### config.mk
export PLATFORM = sky130hd
export DESIGN_NAME = nvx_shadow_ctrl
export DESIGN_NICKNAME = d
export VERILOG_FILES = /design/src/rtl/nvx_pkg.sv /design/src/rtl/nvx_pend_latch.sv /design/src/rtl/nvx_timer.sv /design/src/rtl/nvx_shadow_ctrl.sv
export SDC_FILE = /design/constraint.sdc
export NUM_CORES = 1
export LEC_CHECK = 0
export BUFFER_PORTS_ARGS = -buffer_cell sky130_fd_sc_hd__buf_2
export CORE_MARGIN = 2
export CORE_UTILIZATION = 45
export CTS_CLUSTER_SIZE = 20
export DETAILED_ROUTE_END_ITERATION = 8
export GPL_TIMING_DRIVEN = 0
export PLACE_DENSITY_LB_ADDON = 0.3
export SYNTH_ARGS = -nofsm -noshare
export SYNTH_HDL_FRONTEND = slang
export SYNTH_SLANG_ARGS = --single-unit
### constraint.sdc
create_clock -name clk -period 3.1 [get_ports clk]
set_input_delay 0.31 -clock clk [delete_from_list [all_inputs] [get_ports clk]]
set_output_delay 0.31 -clock clk [all_outputs]
set_load 0.02 [all_outputs]
### src/rtl/nvx_pkg.sv
package nvx_pkg;
  typedef enum logic [2:0] {
    PH_IDLE  = 3'd0,
    PH_ERASE = 3'd1,
    PH_PROG  = 3'd2,
    PH_CLEAR = 3'd3,
    PH_LOAD  = 3'd4,
    PH_HOLD  = 3'd5
  } phase_t;

  function automatic logic is_walk(phase_t p);
    return (p == PH_ERASE) || (p == PH_PROG) || (p == PH_CLEAR) || (p == PH_LOAD);
  endfunction

  function automatic phase_t after_walk(phase_t p);
    case (p)
      PH_ERASE: return PH_PROG;
      PH_CLEAR: return PH_LOAD;
      default:  return PH_HOLD;
    endcase
  endfunction
endpackage

### src/rtl/nvx_pend_latch.sv
module nvx_pend_latch (
  input  logic clk,
  input  logic rst_n,
  input  logic set_i,
  input  logic take_i,
  output logic pend_o
);
  // Power-on is itself a deep supply dip, so reset leaves a request pending.
  always_ff @(posedge clk or negedge rst_n) begin
    if (!rst_n)      pend_o <= 1'b1;
    else if (set_i)  pend_o <= 1'b1;
    else if (take_i) pend_o <= 1'b0;
  end
endmodule

### src/rtl/nvx_timer.sv
module nvx_timer #(
  parameter int CW = 8
) (
  input  logic          clk,
  input  logic          rst_n,
  input  logic          start_i,
  input  logic [CW-1:0] limit_i,
  input  logic          run_i,
  output logic          last_o
);
  logic [CW-1:0] cnt_q;
  logic [CW-1:0] lim_q;

  always_ff @(posedge clk or negedge rst_n) begin
    if (!rst_n) begin
      cnt_q <= '0;
      lim_q <= '0;
    end else if (start_i) begin
      cnt_q <= '0;
      lim_q <= limit_i;
    end else if (run_i) begin
      cnt_q <= cnt_q + 1'b1;
    end
  end

  assign last_o = run_i && (cnt_q == lim_q - 1'b1);
endmodule

### src/rtl/nvx_shadow_ctrl.sv
module nvx_shadow_ctrl #(
  parameter int ADDR_W    = 11,
  parameter int STORE_CYC = 1000000,
  parameter int SREC_CYC  = 2000,
  parameter int PREC_CYC  = 55000
) (
  input  logic              clk,
  input  logic              rst_n,
  input  logic              store_req,
  input  logic              recall_req,
  input  logic              below_reset,
  input  logic              below_switch,
  output logic              busy,
  output logic [ADDR_W-1:0] arr_addr,
  output logic              sh_erase,
  output logic              sh_prog,
  output logic              wk_clear,
  output logic              wk_load
);
  import nvx_pkg::*;

  localparam int DEPTH   = 1 << ADDR_W;
  localparam int MIN_CYC = 2 * DEPTH;
  localparam int ST_EFF  = (STORE_CYC < MIN_CYC) ? MIN_CYC : STORE_CYC;
  localparam int SR_EFF  = (SREC_CYC  < MIN_CYC) ? MIN_CYC : SREC_CYC;
  localparam int PR_EFF  = (PREC_CYC  < MIN_CYC) ? MIN_CYC : PREC_CYC;
  localparam int MAX_A   = (ST_EFF > SR_EFF) ? ST_EFF : SR_EFF;
  localparam int MAX_EFF = (MAX_A > PR_EFF) ? MAX_A : PR_EFF;
  localparam int CW      = $clog2(MAX_EFF + 1);
  localparam logic [ADDR_W-1:0] LAST_ADDR = ADDR_W'(DEPTH - 1);

  phase_t            ph_q;
  logic [ADDR_W-1:0] addr_q;
  logic              pend_q;
  logic              idle, pu_go, st_go, rc_go, any_go, t_last;
  logic [CW-1:0]     limit_sel;

  assign idle   = (ph_q == PH_IDLE);
  assign pu_go  = idle && pend_q && !below_switch && !below_reset;
  assign st_go  = idle && !pu_go && store_req && !below_switch && !below_reset;
  assign rc_go  = idle && !pu_go && !st_go && recall_req && !below_reset;
  assign any_go = pu_go || st_go || rc_go;

  always_comb begin
    if (pu_go)      limit_sel = CW'(PR_EFF);
    else if (st_go) limit_sel = CW'(ST_EFF);
    else            limit_sel = CW'(SR_EFF);
  end

  nvx_pend_latch u_pend (
    .clk    (clk),
    .rst_n  (rst_n),
    .set_i  (below_reset),
    .take_i (pu_go),
    .pend_o (pend_q)
  );

  nvx_timer #(.CW(CW)) u_timer (
    .clk     (clk),
    .rst_n   (rst_n),
    .start_i (any_go),
    .limit_i (limit_sel),
    .run_i   (!idle),
    .last_o  (t_last)
  );

  always_ff @(posedge clk or negedge rst_n) begin
    if (!rst_n) begin
      ph_q   <= PH_IDLE;
      addr_q <= '0;
    end else if (idle) begin
      addr_q <= '0;
      if (st_go)               ph_q <= PH_ERASE;
      else if (pu_go || rc_go) ph_q <= PH_CLEAR;
    end else if (below_reset || t_last) begin
      ph_q   <= PH_IDLE;
      addr_q <= '0;
    end else if (is_walk(ph_q)) begin
      if (addr_q == LAST_ADDR) begin
        addr_q <= '0;
        ph_q   <= after_walk(ph_q);
      end else begin
        addr_q <= addr_q + 1'b1;
      end
    end
  end

  assign busy     = !idle;
  assign arr_addr = addr_q;
  assign sh_erase = (ph_q == PH_ERASE);
  assign sh_prog  = (ph_q == PH_PROG);
  assign wk_clear = (ph_q == PH_CLEAR);
  assign wk_load  = (ph_q == PH_LOAD);
endmodule

After elaboration in Yosys (flattened, before gate mapping)
Index checks and enable logic that the tools add are counted.

Equality and inequality tests: 8. Multipliers: 0. Divide/modulo/power cells: 0. Bitwise logic cells: 0. Reductions and logical operators: 28. Magnitude comparators: 0. Add/subtract/negate cells: 3. Mux-type cells: 17. Shift operators: 0.

Operators with widths (number): two-way mux 20 bit (4); two-way mux 11 bit (4); adder 20 x 1 -> 20 bit, second input constant (1); == test 20 bit (1); subtractor 20 x 1 -> 20 bit, second input constant (1); two-way mux 3 bit (6); adder 11 x 1 -> 11 bit, second input constant (1); == test 11 bit, second input constant (1); logical AND 1 bit (11); logical OR 1 bit (7); == test 3 x 2 -> 1 bit, second input constant (2); one-hot mux 3 bit (2 select lines) (1); nonzero test 3 bit (2); zero test 1 bit (5); == test 3 x 1 -> 1 bit, second input constant (1); == test 3 bit, second input constant (1); zero test 3 bit (1); != test 3 x 1 -> 1 bit, second input constant (1); AND reduction 3 bit (1); two-way mux 1 bit (2); != test 2 x 1 -> 1 bit, second input constant (1); nonzero test 2 bit (1).

Word-level logic and storage cells: 61. Input bits: 6. Memory bits (writable): 0. Latch bits: 0. Output and inout port bits: 16. Memory bits (read-only): 0. Register bits after elaboration: 55. Memories kept: 0.

Depth between registers and ports, before layout
Gate-level depths: netlist of run 1.

Depth in word-level cells: 17. Mapped depth: 9. Gate-level depth less buffers: 8.

Cells and area by module
From an unflattened synthesis of run 1, not the netlist that was laid out.

Cell total of the unflattened synthesis: 344. Area total of the unflattened synthesis: 3304.4 µm².

Modules (own cells, without submodules): nvx_timer (cells each 231, instances 1, area an instance 2298.5 µm², sequential area each 1001.0 µm²); nvx_shadow_ctrl (cells each 110, instances 1, area an instance 968.4 µm², sequential area each 350.3 µm²); nvx_pend_latch (cells each 3, instances 1, area an instance 37.5 µm², sequential area each 26.3 µm²).

Worst setup path after synthesis of run 1
Ideal clock, no wire load.

Kind: flip-flop to flip-flop. Start point: register u_timer.lim_q[15]. End point: register ph_q[0]. Library setup time: 0.129 ns. Data required time: 2.971 ns. Path buffers: 1. Clock period less this slack: 2.173 ns. Stages on the path, launching flop included: 10. Arrival: 2.044 ns. Setup slack: 0.927 ns. Path through: dfrtp_1 > inv_1 > ha_1 > ha_1 > xor2_1 > and4_1 > nand4_1 > o41ai_4 > buf_6 > a31oi_1.

Longest elaborated chain between the ends: 6. Elaborated cells between the ends (all ways): 9. Classes of those cells: add/sub: 1; eq/ne: 1; mux: 2; reduce/logical: 5.

RTL lines: start, declared (line nvx_timer.sv:12) `logic [CW-1:0] lim_q;`; start signal, assigned (line nvx_timer.sv:20) `lim_q <= limit_i;`; subtractor 20 x 1 -> 20 bit * (line nvx_timer.sv:26) `assign last_o = run_i && (cnt_q == lim_q - 1'b1);`; == test 20 bit * (line nvx_timer.sv:26); logical AND 1 bit * (line nvx_timer.sv:26); logical OR 1 bit * (line nvx_shadow_ctrl.sv:75) `end else if (below_reset || t_last) begin`; nonzero test 3 bit (no source line) or two-way mux 3 bit (tied branches); AND reduction 3 bit (no source line) or two-way mux 3 bit (tied branches); end signal, assigned (line nvx_shadow_ctrl.sv:81) `ph_q <= after_walk(ph_q);`; end, declared (line nvx_shadow_ctrl.sv:32) `phase_t ph_q;`.

Every way passes the cells marked *; elsewhere a longest branch is shown, timed or not. A chain may end at the register's enable or synchronous reset.

Worst setup path in the final report of run 1
Start point: register u_timer.lim_q[15]. End point: register addr_q[5], in the netlist arr_addr[5].

Longest elaborated chain between the ends: 6. Elaborated cells between the ends (all ways): 7. Classes of those cells: add/sub: 1; eq/ne: 1; mux: 2; reduce/logical: 3.

RTL lines: subtractor 20 x 1 -> 20 bit * (line nvx_timer.sv:26); == test 20 bit * (line nvx_timer.sv:26); logical AND 1 bit * (line nvx_timer.sv:26); logical OR 1 bit * (line nvx_shadow_ctrl.sv:75); two-way mux 11 bit (line nvx_shadow_ctrl.sv:75); two-way mux 11 bit (line nvx_shadow_ctrl.sv:71) `end else if (idle) begin`; end signal, assigned (line nvx_shadow_ctrl.sv:83) `addr_q <= addr_q + 1'b1;`; end, declared (line nvx_shadow_ctrl.sv:33) `logic [ADDR_W-1:0] addr_q;`.

Marks and branches as above.

==> run_results.csv, run 1 <==
group,metric,value,unit
grt,grt_start_max_net_pins,40,
clock_tree,post_cts.resized_instances,0,
die,floorplan.core_area,5440,um2
cells_and_area,utilization,51.1,%
cells_and_area,final_design_area_no_fill,2780,um2
pwr,vdd.ir_drop.worst,0.252,mV
placement,gp_congestion,0.808,
synthesis,post-synth-top-area-fraction,38.1,%
grt,via_count_of_the_first_global_routing_pass,2236,
route,first_iteration_detailed_routing_drc_count,142,
status,outcome,"finished clean",
placement,placedInstanceArea,2690,um2
grt,grt_antenna_before_repair,0,
clock_tree,buffer_cell_driving_the_clock_tree_root,"clkbuf_8",
synthesis,synth_nets,293,
synthesis,post_synth_mux_area_share,0.902,%
clock_tree,cts.hold.buffers_added,0,
worst_setup_path,crit_required,3.29,ns
sta,tightest_slew,1.05,ns
sta,timing_hold_violations_final,0,
synthesis,netlist_top_cells_area,"dfrtp_1 38%, xnor2_1 6.3%, nor2_1 4.5%",
clock_tree,cts_buffers,5,
route,wl_per_cell,15.6,um
sta,clock_skews,0.0109,ns
sta,totalNegativeSetupSlack,0,ns
route,num_vias,2223,
worst_setup_path,critPathLaunchType,"flop",
cells_and_area,final_cell_count_no_fill,381,
synthesis,yosysSeqAreaShare,39.1,%
placement,placed_cells_incl_taps,373,
clock_tree,h_tree_levels,2,
sta,rsz0062_at_grt,"no",
flow_run,max_cap_viol_count,0,
sta,slew_viol_final,0,
synthesis,synth_seq_cells,39,
grt,grt_pass1_wl,10.5,mm
route,drt-total-wl,5.93,mm
cells_and_area,area_of_combinational_cells_with_multiple_inputs,1410,um2
synthesis,synth_area_per_cell,8.91,um2
cells_and_area,diodes_inserted,0,
sta,max-slew-margin-rel,29.1,%
die,die_x,78.5,um
worst_hold_path,hold_wc_path_type,"primary input to asynchronous set/reset pin",
worst_setup_path,cp_data_arrival_time,2.75,ns
die,start_util,45.9,%
cells_and_area,mostFrequentLayoutCell,"dfrtp_1",
clock_tree,clock_pin_slew_on_the_worst_setup_and_hold_paths,0.09,ns
clock_tree,cts_setup_buffers,0,
synthesis,ys.flop_type,"dfrtp_1",
route,avgViaCountPerCell,5.83,
sta,setup_viol,0,
sta,period_utilization,82.5,%
die,die_y,78.5,um
route,remaining_drc_errors,0,
sta,achievable_clock_frequency,391,MHz
clock_tree,cts_tree,"yes",
synthesis,post_synth_num_cell_types,48,
clock_tree,clock_path_buffers,2,
clock_tree,clock_sink_count,39,
route,antenna_left,0,
placement,port-buffer-count,21,
cells_and_area,layout_cell_share_with_drive_strength_beyond_1,14.2,%
sta,minimum_clock_period,2.56,ns
synthesis,post_synth_fa_ha_maj_area_fraction,3.51,%
clock_tree,clock_latency,0.30,ns
cells_and_area,filler_cell_count,532,
worst_setup_path,worstSetupPathType,"flop to flop",
cells_and_area,seq_area,977,um2
die,placement_rows,27,
route,drt-pass1-iter-count,4,
cells_and_area,flow.area_growth_from_synthesis,11.4,%
synthesis,synth_area_leader,"dfrtp_1",
die,floorplan.die_area,6160,um2
cells_and_area,nets,321,
synthesis,main_combinational_cell_family_by_area_after_synthesis,"simple AND/OR/NAND/NOR gates",
synthesis,yosys.area_share.xor_xnor,8.07,%
synthesis,synth_edf_count,0,
grt,grt.overflow.total,0,
pwr,p_per_area,443,nW/um2
placement,place_hpwl,4.18,mm
synthesis,synth_compound_gate_area_share,20.7,%
worst_setup_path,worst_setup_path_end_kind,"flop",
synthesis,synthesis.yosys.warnings,0,
synthesis,syn_inst,280,
cells_and_area,most-common-layout-cells,"38 x dfrtp_1, 30 x nor2_1, 21 x buf_2",
synthesis,yosys.area_share.simple,23.2,%
grt,globalRouteTotalUtil,21.3,%
synthesis,post_synth_instance_area,2500,um2
die,io_pins,22,
pwr,cell_leakage_power,1.17,nW
worst_setup_path,critical_path.max_fanout,10,
synthesis,ys_async_sr_fraction,100,%
-- synth_stat cells, drive strengths merged (3+ instances only) --
library cell,n
nand3b,3
nor3,7
o22ai,3
inv,16
and4,4
nand4,12
and2,3
o21ai,13
nor2,30
nor2b,4
nor3b,3
and3,7
xor2,5
a211oi,6
a31o,3
clkbuf,8
xnor2,18
a21oi,15
or3,3
dfrtp,38
a2111oi,7
nand3,11
nand2,20
ha,7
or3b,3
a31oi,6
-- critical path, cell delays in order (launching register included) --
cell	delay [ns]
dfrtp_1	0.47
inv_1	0.13
ha_1	0.30
ha_1	0.34
xor2_1	0.14
and4_1	0.20
nand4_1	0.19
o41ai_4	0.40
buf_6	0.21
nor2_1	0.06
-- metrics by stage --
stage          total power, W  worst slack, ns  hold slack, ns
3_5_place_dp         0.000893            0.549           0.491
4_1_cts               0.00124            0.518           0.159
3_3_place_gp         0.000883            0.589           0.485
2_1_floorplan        0.000807            0.927          0.0144
6_report              0.00123            0.541           0.127
5_1_grt               0.00131            0.365           0.166
-- where the power goes --
part	total, W	switching [W]	internal (W)
Combinational	0.000304	0.000182	0.000122
Clock	0.000349	0.000193	0.000157
Sequential	0.000578	0.0000371	0.000541
-- final cells by class --
| class | count | area share [%] |
|---|---|---|
| clock buffers | 5 | 2.48 |
| well taps | 72 | 3.24 |
| repair buffers | 21 | 3.78 |
| clock inverters | 3 | 0.720 |
| inverters | 16 | 2.16 |
| plain buffers | 10 | 1.89 |
| flip-flops and latches | 39 | 35.1 |
| multi-input cells | 215 | 50.6 |
-- sequential cells by signal, summed over array words and instances (netlist names) --
name and count:
u_timer.cnt_q 20, u_pend.pend_o 1, arr_addr 11, ph_q 3
u_timer.lim_q 4
-- worst paths after layout --
check,slack [ns],start,cells past startpoint,end
worst max-delay path,0.54,u_timer.lim_q[15]$_DFFE_PN0N_,9,arr_addr[5]$_DFFE_PN0P_
worst min-delay path,0.13,rst_n,1,u_timer.cnt_q[11]$_DFFE_PN0P_
worst max register to register,0.54,u_timer.lim_q[15]$_DFFE_PN0N_,9,arr_addr[5]$_DFFE_PN0P_
worst min register to register,0.53,u_timer.cnt_q[0]$_DFFE_PN0P_,1,u_timer.cnt_q[0]$_DFFE_PN0P_
max in group asynchronous,2.43,rst_n,1,u_timer.cnt_q[4]$_DFFE_PN0P_
min in group clk,0.17,below_reset,2,ph_q[1]$_DFFE_PN0P_
-- metal layers --
layer	GRT usage [%]	vias to the layer above	wire, um
li1	-	1090	-
met1	26.3	1090	2690
met2	37.7	41	2990
met3	4.94	2	221
met4	5.26	0	32
met5	0	-	0
-- logic make-up (layout without fill, tap and decap cells) --
logic type      Yosys count  after routing
mux                       2              2
xor+xnor                 23             23
buf+inv                  26             55
flops                    39             39
compound gates           71             71
fa+ha+maj                 7              7
simple gates            112            112
No activity file was read; power rests on OpenSTA's default activity.
==> inputs of run 2 (changes only) <==
==> constraint.sdc (replaced) <==
create_clock -name clk -period 2.5 [get_ports clk]
set_input_delay 0.25 -clock clk [delete_from_list [all_inputs] [get_ports clk]]
set_output_delay 0.25 -clock clk [all_outputs]
set_load 0.02 [all_outputs]
==> run_results.csv, run 2 (synthesis gave the netlist of run 1 again) <==
group,metric,value,unit
cells_and_area,final_design_area_no_fill,2800,um2
sta,achievable_clock_frequency,425,MHz
die,die_x,78.5,um
worst_setup_path,crit_required,2.65,ns
placement,placedInstanceArea,2690,um2
cells_and_area,nets,322,
die,floorplan.core_area,5440,um2
clock_tree,clock_sink_count,39,
clock_tree,cts_tree,"yes",
flow_run,max_cap_viol_count,0,
grt,via_count_of_the_first_global_routing_pass,2242,
pwr,cell_leakage_power,1.17,nW
sta,timing_hold_violations_final,0,
pwr,fin_total_pwr,0.00153,W
cells_and_area,area_of_combinational_cells_with_multiple_inputs,1420,um2
clock_tree,h_tree_levels,2,
sta,tightest_slew,0.876,ns
die,io_pins,22,
worst_setup_path,critPathLaunchType,"flop",
route,num_vias,2225,
die,floorplan.die_area,6160,um2
sta,rsz0062_at_grt,"no",
pwr,p_per_area,546,nW/um2
clock_tree,cts.hold.buffers_added,0,
sta,clock_skews,0.00712,ns
placement,port-buffer-count,21,
cells_and_area,max_flop_register,"u_timer.cnt_q",
clock_tree,clock_pin_slew_on_the_worst_setup_and_hold_paths,0.08,ns
clock_tree,clock_latency,0.30,ns
cells_and_area,layout_cell_share_with_drive_strength_beyond_1,15.8,%
sta,slew_viol_final,0,
sta,setup_viol,0,
clock_tree,buffer_cell_driving_the_clock_tree_root,"clkbuf_8",
route,antenna_left,0,
route,wl_per_cell,15.4,um
placement,place_hpwl,4.18,mm
cells_and_area,most-common-layout-cells,"37 x dfrtp_1, 30 x nor2_1, 21 x buf_2",
clock_tree,clock_path_buffers,2,
clock_tree,cts_buffers,5,
grt,grt_pass1_wl,10.5,mm
route,drt-total-wl,5.87,mm
worst_hold_path,hold_wc_path_type,"primary input to asynchronous set/reset pin",
status,outcome,"finished clean",
cells_and_area,filler_cell_count,528,
sta,period_utilization,94.1,%
placement,gp_congestion,0.808,
cells_and_area,flow.area_growth_from_synthesis,12.3,%
worst_setup_path,worst_setup_path_end_kind,"flop",
route,remaining_drc_errors,0,
die,start_util,45.9,%
die,placement_rows,27,
cells_and_area,number_of_flip_flops_under_the_largest_register_name,20,
pwr,vdd.ir_drop.worst,0.306,mV
worst_setup_path,cp_data_arrival_time,2.50,ns
cells_and_area,diodes_inserted,0,
worst_setup_path,worstSetupPathType,"flop to flop",
cells_and_area,seq_area,978,um2
sta,minimum_clock_period,2.35,ns
route,avgViaCountPerCell,5.82,
grt,grt_start_max_net_pins,40,
route,drt-pass1-iter-count,4,
route,first_iteration_detailed_routing_drc_count,123,
grt,globalRouteTotalUtil,21.3,%
sta,max-slew-margin-rel,41.6,%
grt,grt_antenna_before_repair,0,
worst_setup_path,critical_path.max_fanout,7,
die,die_y,78.5,um
cells_and_area,mostFrequentLayoutCell,"dfrtp_1",
cells_and_area,utilization,51.6,%
grt,grt.overflow.total,0,
run 2: cell types whose count changed in the layout (fill, tap and decap cells not counted):
| cell | change |
|---|---|
| dfrtp_2 | +1 |
| nor3_2 | +1 |
| o311ai_1 | -1 |
| buf_4 | +1 |
| ha_2 | +1 |
| ha_1 | -1 |
| o311ai_2 | +1 |
| dfrtp_1 | -1 |
| nor3_1 | -1 |
run 2: cell type report:
cell class | count | share of cell area, %
Timing Repair Buffer | 22 | 4.02
Clock inverter | 3 | 0.714
Buffer | 10 | 1.87
Clock buffer | 5 | 2.45
Multi-Input combinational cell | 215 | 50.7
Sequential cell | 39 | 34.9
Inverter | 16 | 2.14
Tap cell | 72 | 3.21
run 2: what timing repair did:
| action | in CTS | in global routing |
|---|---|---|
| pin swaps | 1 | 1 |
| hold endpoints to repair | 0 | 0 |
| resized for setup | 1 | 3 |
| buffers inserted | 1 | 0 |
| endpoints found under the setup margin | 10 | 28 |
run 2: path summary, 6_finish.rpt:
path,from,endpoint,slack [ns],cells past startpoint
min in group clk,below_reset,ph_q[1]$_DFFE_PN0P_,0.11,2
worst min-delay path,rst_n,u_timer.cnt_q[12]$_DFFE_PN0P_,0.07,1
worst max register to register,u_timer.lim_q[15]$_DFFE_PN0N_,arr_addr[6]$_DFFE_PN0P_,0.15,9
worst min register to register,u_timer.cnt_q[0]$_DFFE_PN0P_,u_timer.cnt_q[0]$_DFFE_PN0P_,0.53,1
worst max-delay path,u_timer.lim_q[15]$_DFFE_PN0N_,arr_addr[6]$_DFFE_PN0P_,0.15,9
max in group asynchronous,rst_n,u_timer.lim_q[15]$_DFFE_PN0N_,1.84,1
run 2: worst max-delay path: stages (launching register included):
cell      delay, ns
dfrtp_2        0.46
inv_1          0.14
ha_2           0.26
ha_1           0.27
xor2_1         0.14
and4_1         0.20
nand4_1        0.20
o41ai_4        0.30
buf_4          0.19
a211oi_1       0.05
run 2: power breakdown:
part	internal [W]	total [W]	switching [W]
Clock	0.000194	0.000429	0.000234
Combinational	0.000155	0.000383	0.000228
Sequential	0.000672	0.000719	0.0000467
Total	0.00102	0.00153	0.000509
run 2: metal layers:
layer	share of wire [%]	vias to the layer above	track usage, %
met3	3.3	8	4.94
met5	0	-	0
met1	45	1082	26.2
met4	1.4	0	5.26
met2	50	46	37.8
li1	-	1089	-
run 2: per-stage QoR:
step | TNS (ns) | hold WS [ns] | setup WS, ns | std cells
after floorplan | 0 | -0.0456 | 0.327 | 280
after global placement | -0.0643 | 0.425 | -0.0112 | 373
after detailed placement | -0.421 | 0.431 | -0.0508 | 373
after CTS | 0 | 0.0985 | 0.00215 | 382
after global routing | 0 | 0.108 | 0.00650 | 382
final | 0 | 0.0677 | 0.147 | 382
==> inputs of run 3 (changes only) <==
--- a/config.mk
+++ b/config.mk
@@ -14,4 +14,5 @@
 export PLACE_DENSITY_LB_ADDON = 0.3
 export SYNTH_ARGS = -nofsm -noshare
 export SYNTH_HDL_FRONTEND = slang
+export SYNTH_HIERARCHICAL = 1
 export SYNTH_SLANG_ARGS = --single-unit
==> run_results.csv, run 3 <==
group,metric,value,unit
cells_and_area,nets,404,
status,failed_checks,"negative hold slack, negative setup slack",
sta,period_utilization,126,%
synthesis,yosysSeqAreaShare,41.7,%
route,first_iteration_detailed_routing_drc_count,174,
clock_tree,clock_path_buffers,2,
sta,fin_hold_ws,-0.0202,ns
synthesis,synthesis.yosys.warnings,6,
worst_hold_path,hold_wc_path_type,"primary input to asynchronous set/reset pin",
placement,gp_congestion,0.841,
cells_and_area,mostFrequentLayoutCell,"dfrtp_1",
synthesis,post_synth_instance_area,3300,um2
synthesis,synth_area_leader,"dfrtp_1",
clock_tree,cts_buffers,5,
synthesis,post-synth-top-area-fraction,40.9,%
route,drt-total-wl,7.38,mm
route,antenna_left,0,
sta,tightest_slew,0.700,ns
worst_setup_path,crit_required,2.73,ns
sta,final_critical_path_setup_slack,-0.655,ns
grt,grt_start_max_net_pins,56,
worst_setup_path,critical_path.max_fanout,7,
grt,grt.overflow.total,0,
die,die_y,89.7,um
cells_and_area,utilization,54.8,%
synthesis,netlist_top_cells_area,"dfrtp_1 41%, xnor2_1 7.4%, mux2_2 6.1%",
cells_and_area,most-common-layout-cells,"54 x dfrtp_1, 32 x nor2_1, 28 x xnor2_1",
clock_tree,clock_sink_count,55,
worst_setup_path,worst_setup_path_end_kind,"flop",
die,placement_rows,31,
flow_run,max_cap_viol_count,0,
status,outcome,"complete, but fails checks",
placement,port-buffer-count,21,
clock_tree,cts_tree,"yes",
cells_and_area,flow.area_growth_from_synthesis,19.0,%
worst_setup_path,worstSetupPathType,"flop to flop",
placement,place_hpwl,5.14,mm
sta,slew_viol_final,0,
synthesis,yosys.cell_count.top_type,"dfrtp_1",
grt,grt_antenna_before_repair,0,
synthesis,ys_async_sr_fraction,100,%
die,floorplan.die_area,8040,um2
worst_setup_path,cp_data_arrival_time,3.38,ns
sta,clock_skews,0.0177,ns
sta,timing_hold_violations_final,34,
die,start_util,46.1,%
sta,max-slew-margin-rel,53.3,%
synthesis,ys.flop_type,"dfrtp_1",
clock_tree,clock_latency,0.31,ns
synthesis,synth_area_per_cell,9.61,um2
die,die_x,89.7,um
die,floorplan.core_area,7180,um2
clock_tree,clock_pin_slew_on_the_worst_setup_and_hold_paths,0.10,ns
route,num_vias,2664,
grt,globalRouteTotalUtil,19.8,%
synthesis,synth_edf_count,0,
sta,achievable_clock_frequency,317,MHz
synthesis,ys_top_cells_by_count,"54 x dfrtp_1, 40 x nor2_1, 28 x xnor2_1",
grt,grt_pass1_wl,12.3,mm
worst_setup_path,critPathLaunchType,"flop",
route,avgViaCountPerCell,5.39,
sta,rsz0062_at_grt,"yes",
cells_and_area,diodes_inserted,0,
pwr,p_per_area,949,nW/um2
cells_and_area,layout_cell_share_with_drive_strength_beyond_1,28.6,%
grt,via_count_of_the_first_global_routing_pass,2489,
route,remaining_drc_errors,0,
sta,setup_viol,14,
clock_tree,cts.hold.buffers_added,0,
synthesis,synth_seq_cells,55,
route,wl_per_cell,14.9,um
clock_tree,h_tree_levels,2,
clock_tree,buffer_cell_driving_the_clock_tree_root,"clkbuf_8",
synthesis,syn_inst,344,
die,io_pins,22,
pwr,vdd.ir_drop.worst,0.337,mV
synthesis,post_synth_num_cell_types,63,
route,drt-pass1-iter-count,4,
placement,dp_worst_setup_slack,-1.00,ns
sta,minimum_clock_period,3.16,ns
pwr,cell_leakage_power,1.65,nW
==> run 3: changes by cell type in the layout (fill, tap and decap cells not counted), sizes merged, moves of 5 or more <==
| cell | change |
|---|---|
| dfrtp | +16 |
| conb | +7 |
| a21oi | -5 |
| buf | +21 |
| mux2 | +16 |
| nor3 | +5 |
| o21ai | +5 |
| inv | -5 |
| xor2 | +14 |
| xnor2 | +10 |
| nor2 | +11 |
==> run 3: cell families after synthesis <==
family          count (synthesis)  synth area share (%)
compound gates                 57                  12.2
xor+xnor                       47                  12.5
fa+ha+maj                       3                  1.14
buf+inv                        21                  2.76
flops                          55                  41.7
mux                            20                  6.74
other cells                     1                 0.113
simple gates                  140                  22.9
==> run 3: worst paths after layout <==
check	endpoint	startpoint	slack, ns	depth (start not counted)
max in group asynchronous	u_timer/lim_q[15]$_DFFE_PN0P_	rst_n	2.06	1
setup / recovery	arr_addr[8]$_DFFE_PN0P_	u_timer/lim_q[0]$_DFFE_PN0P_	-0.66	13
hold / removal	arr_addr[1]$_DFFE_PN0P_	rst_n	-0.02	1
min in group clk	u_pend/pend_o$_DFFE_PN1P_	below_reset	0.24	2
setup reg to reg	arr_addr[8]$_DFFE_PN0P_	u_timer/lim_q[0]$_DFFE_PN0P_	-0.66	13
hold reg to reg	u_timer/lim_q[19]$_DFFE_PN0P_	u_timer/lim_q[19]$_DFFE_PN0P_	0.55	1
==> run 3: what timing repair did <==
action,in CTS,in global routing
setup buffers,16,1
resized for setup,27,17
setup endpoints to repair,34,44
pin swaps,15,7
hold endpoints to repair,0,0
==> run 3: power breakdown <==
group / switching [W] / internal, W
logic: 0.000985 / 0.000837
registers: 0.000304 / 0.00110
clock network: 0.000286 / 0.000218
total: 0.00158 / 0.00216
==> run 3: final cells by class <==
cell class / count / area [um2]
Buffer: 10 / 56.3
Clock buffer: 6 / 82.6
Clock inverter: 1 / 5.00
Fill cell: 673 / 3240
Inverter: 11 / 41.3
Multi-Input combinational cell: 274 / 2000
Sequential cell: 55 / 1380
Tap cell: 99 / 124
Timing Repair Buffer: 38 / 250
==> run 3: per-layer routing <==
layer | GRT usage [%] | part of all wire, % | vias up
met2 | 30.0 | 46 | 41
met3 | 2.83 | 2.7 | 8
met5 | 0 | 0 | -
met1 | 29.4 | 50 | 1293
li1 | - | - | 1322
met4 | 5.70 | 1.3 | 0
==> run 3: critical path: stages, from the launching register on <==
cell	delay [ns]
dfrtp_1	0.41
inv_2	0.09
ha_4	0.14
or4b_4	0.49
or3b_1	0.38
xnor2_1	0.15
o211ai_1	0.12
nor4_2	0.21
and4_4	0.29
or2_1	0.11
buf_6	0.14
o211ai_4	0.08
or3_1	0.32
a21oi_1	0.12
==> run 3: stage by stage <==
| step | std cells | hold WS [ns] | setup TNS, ns | area, um2 | power (W) |
|---|---|---|---|---|---|
| after floorplan | 350 | -0.0456 | -5.56 | 3330 | 0.00255 |
| after global placement | 470 | 0.519 | -12.28 | 3560 | 0.00291 |
| after detailed placement | 470 | 0.532 | -13.60 | 3560 | 0.00295 |
| after CTS | 493 | 0.236 | -8.44 | 3870 | 0.00369 |
| after global routing | 494 | 0.0445 | -10.09 | 3930 | 0.00402 |
| final | 494 | -0.0202 | -8.42 | 3930 | 0.00374 |
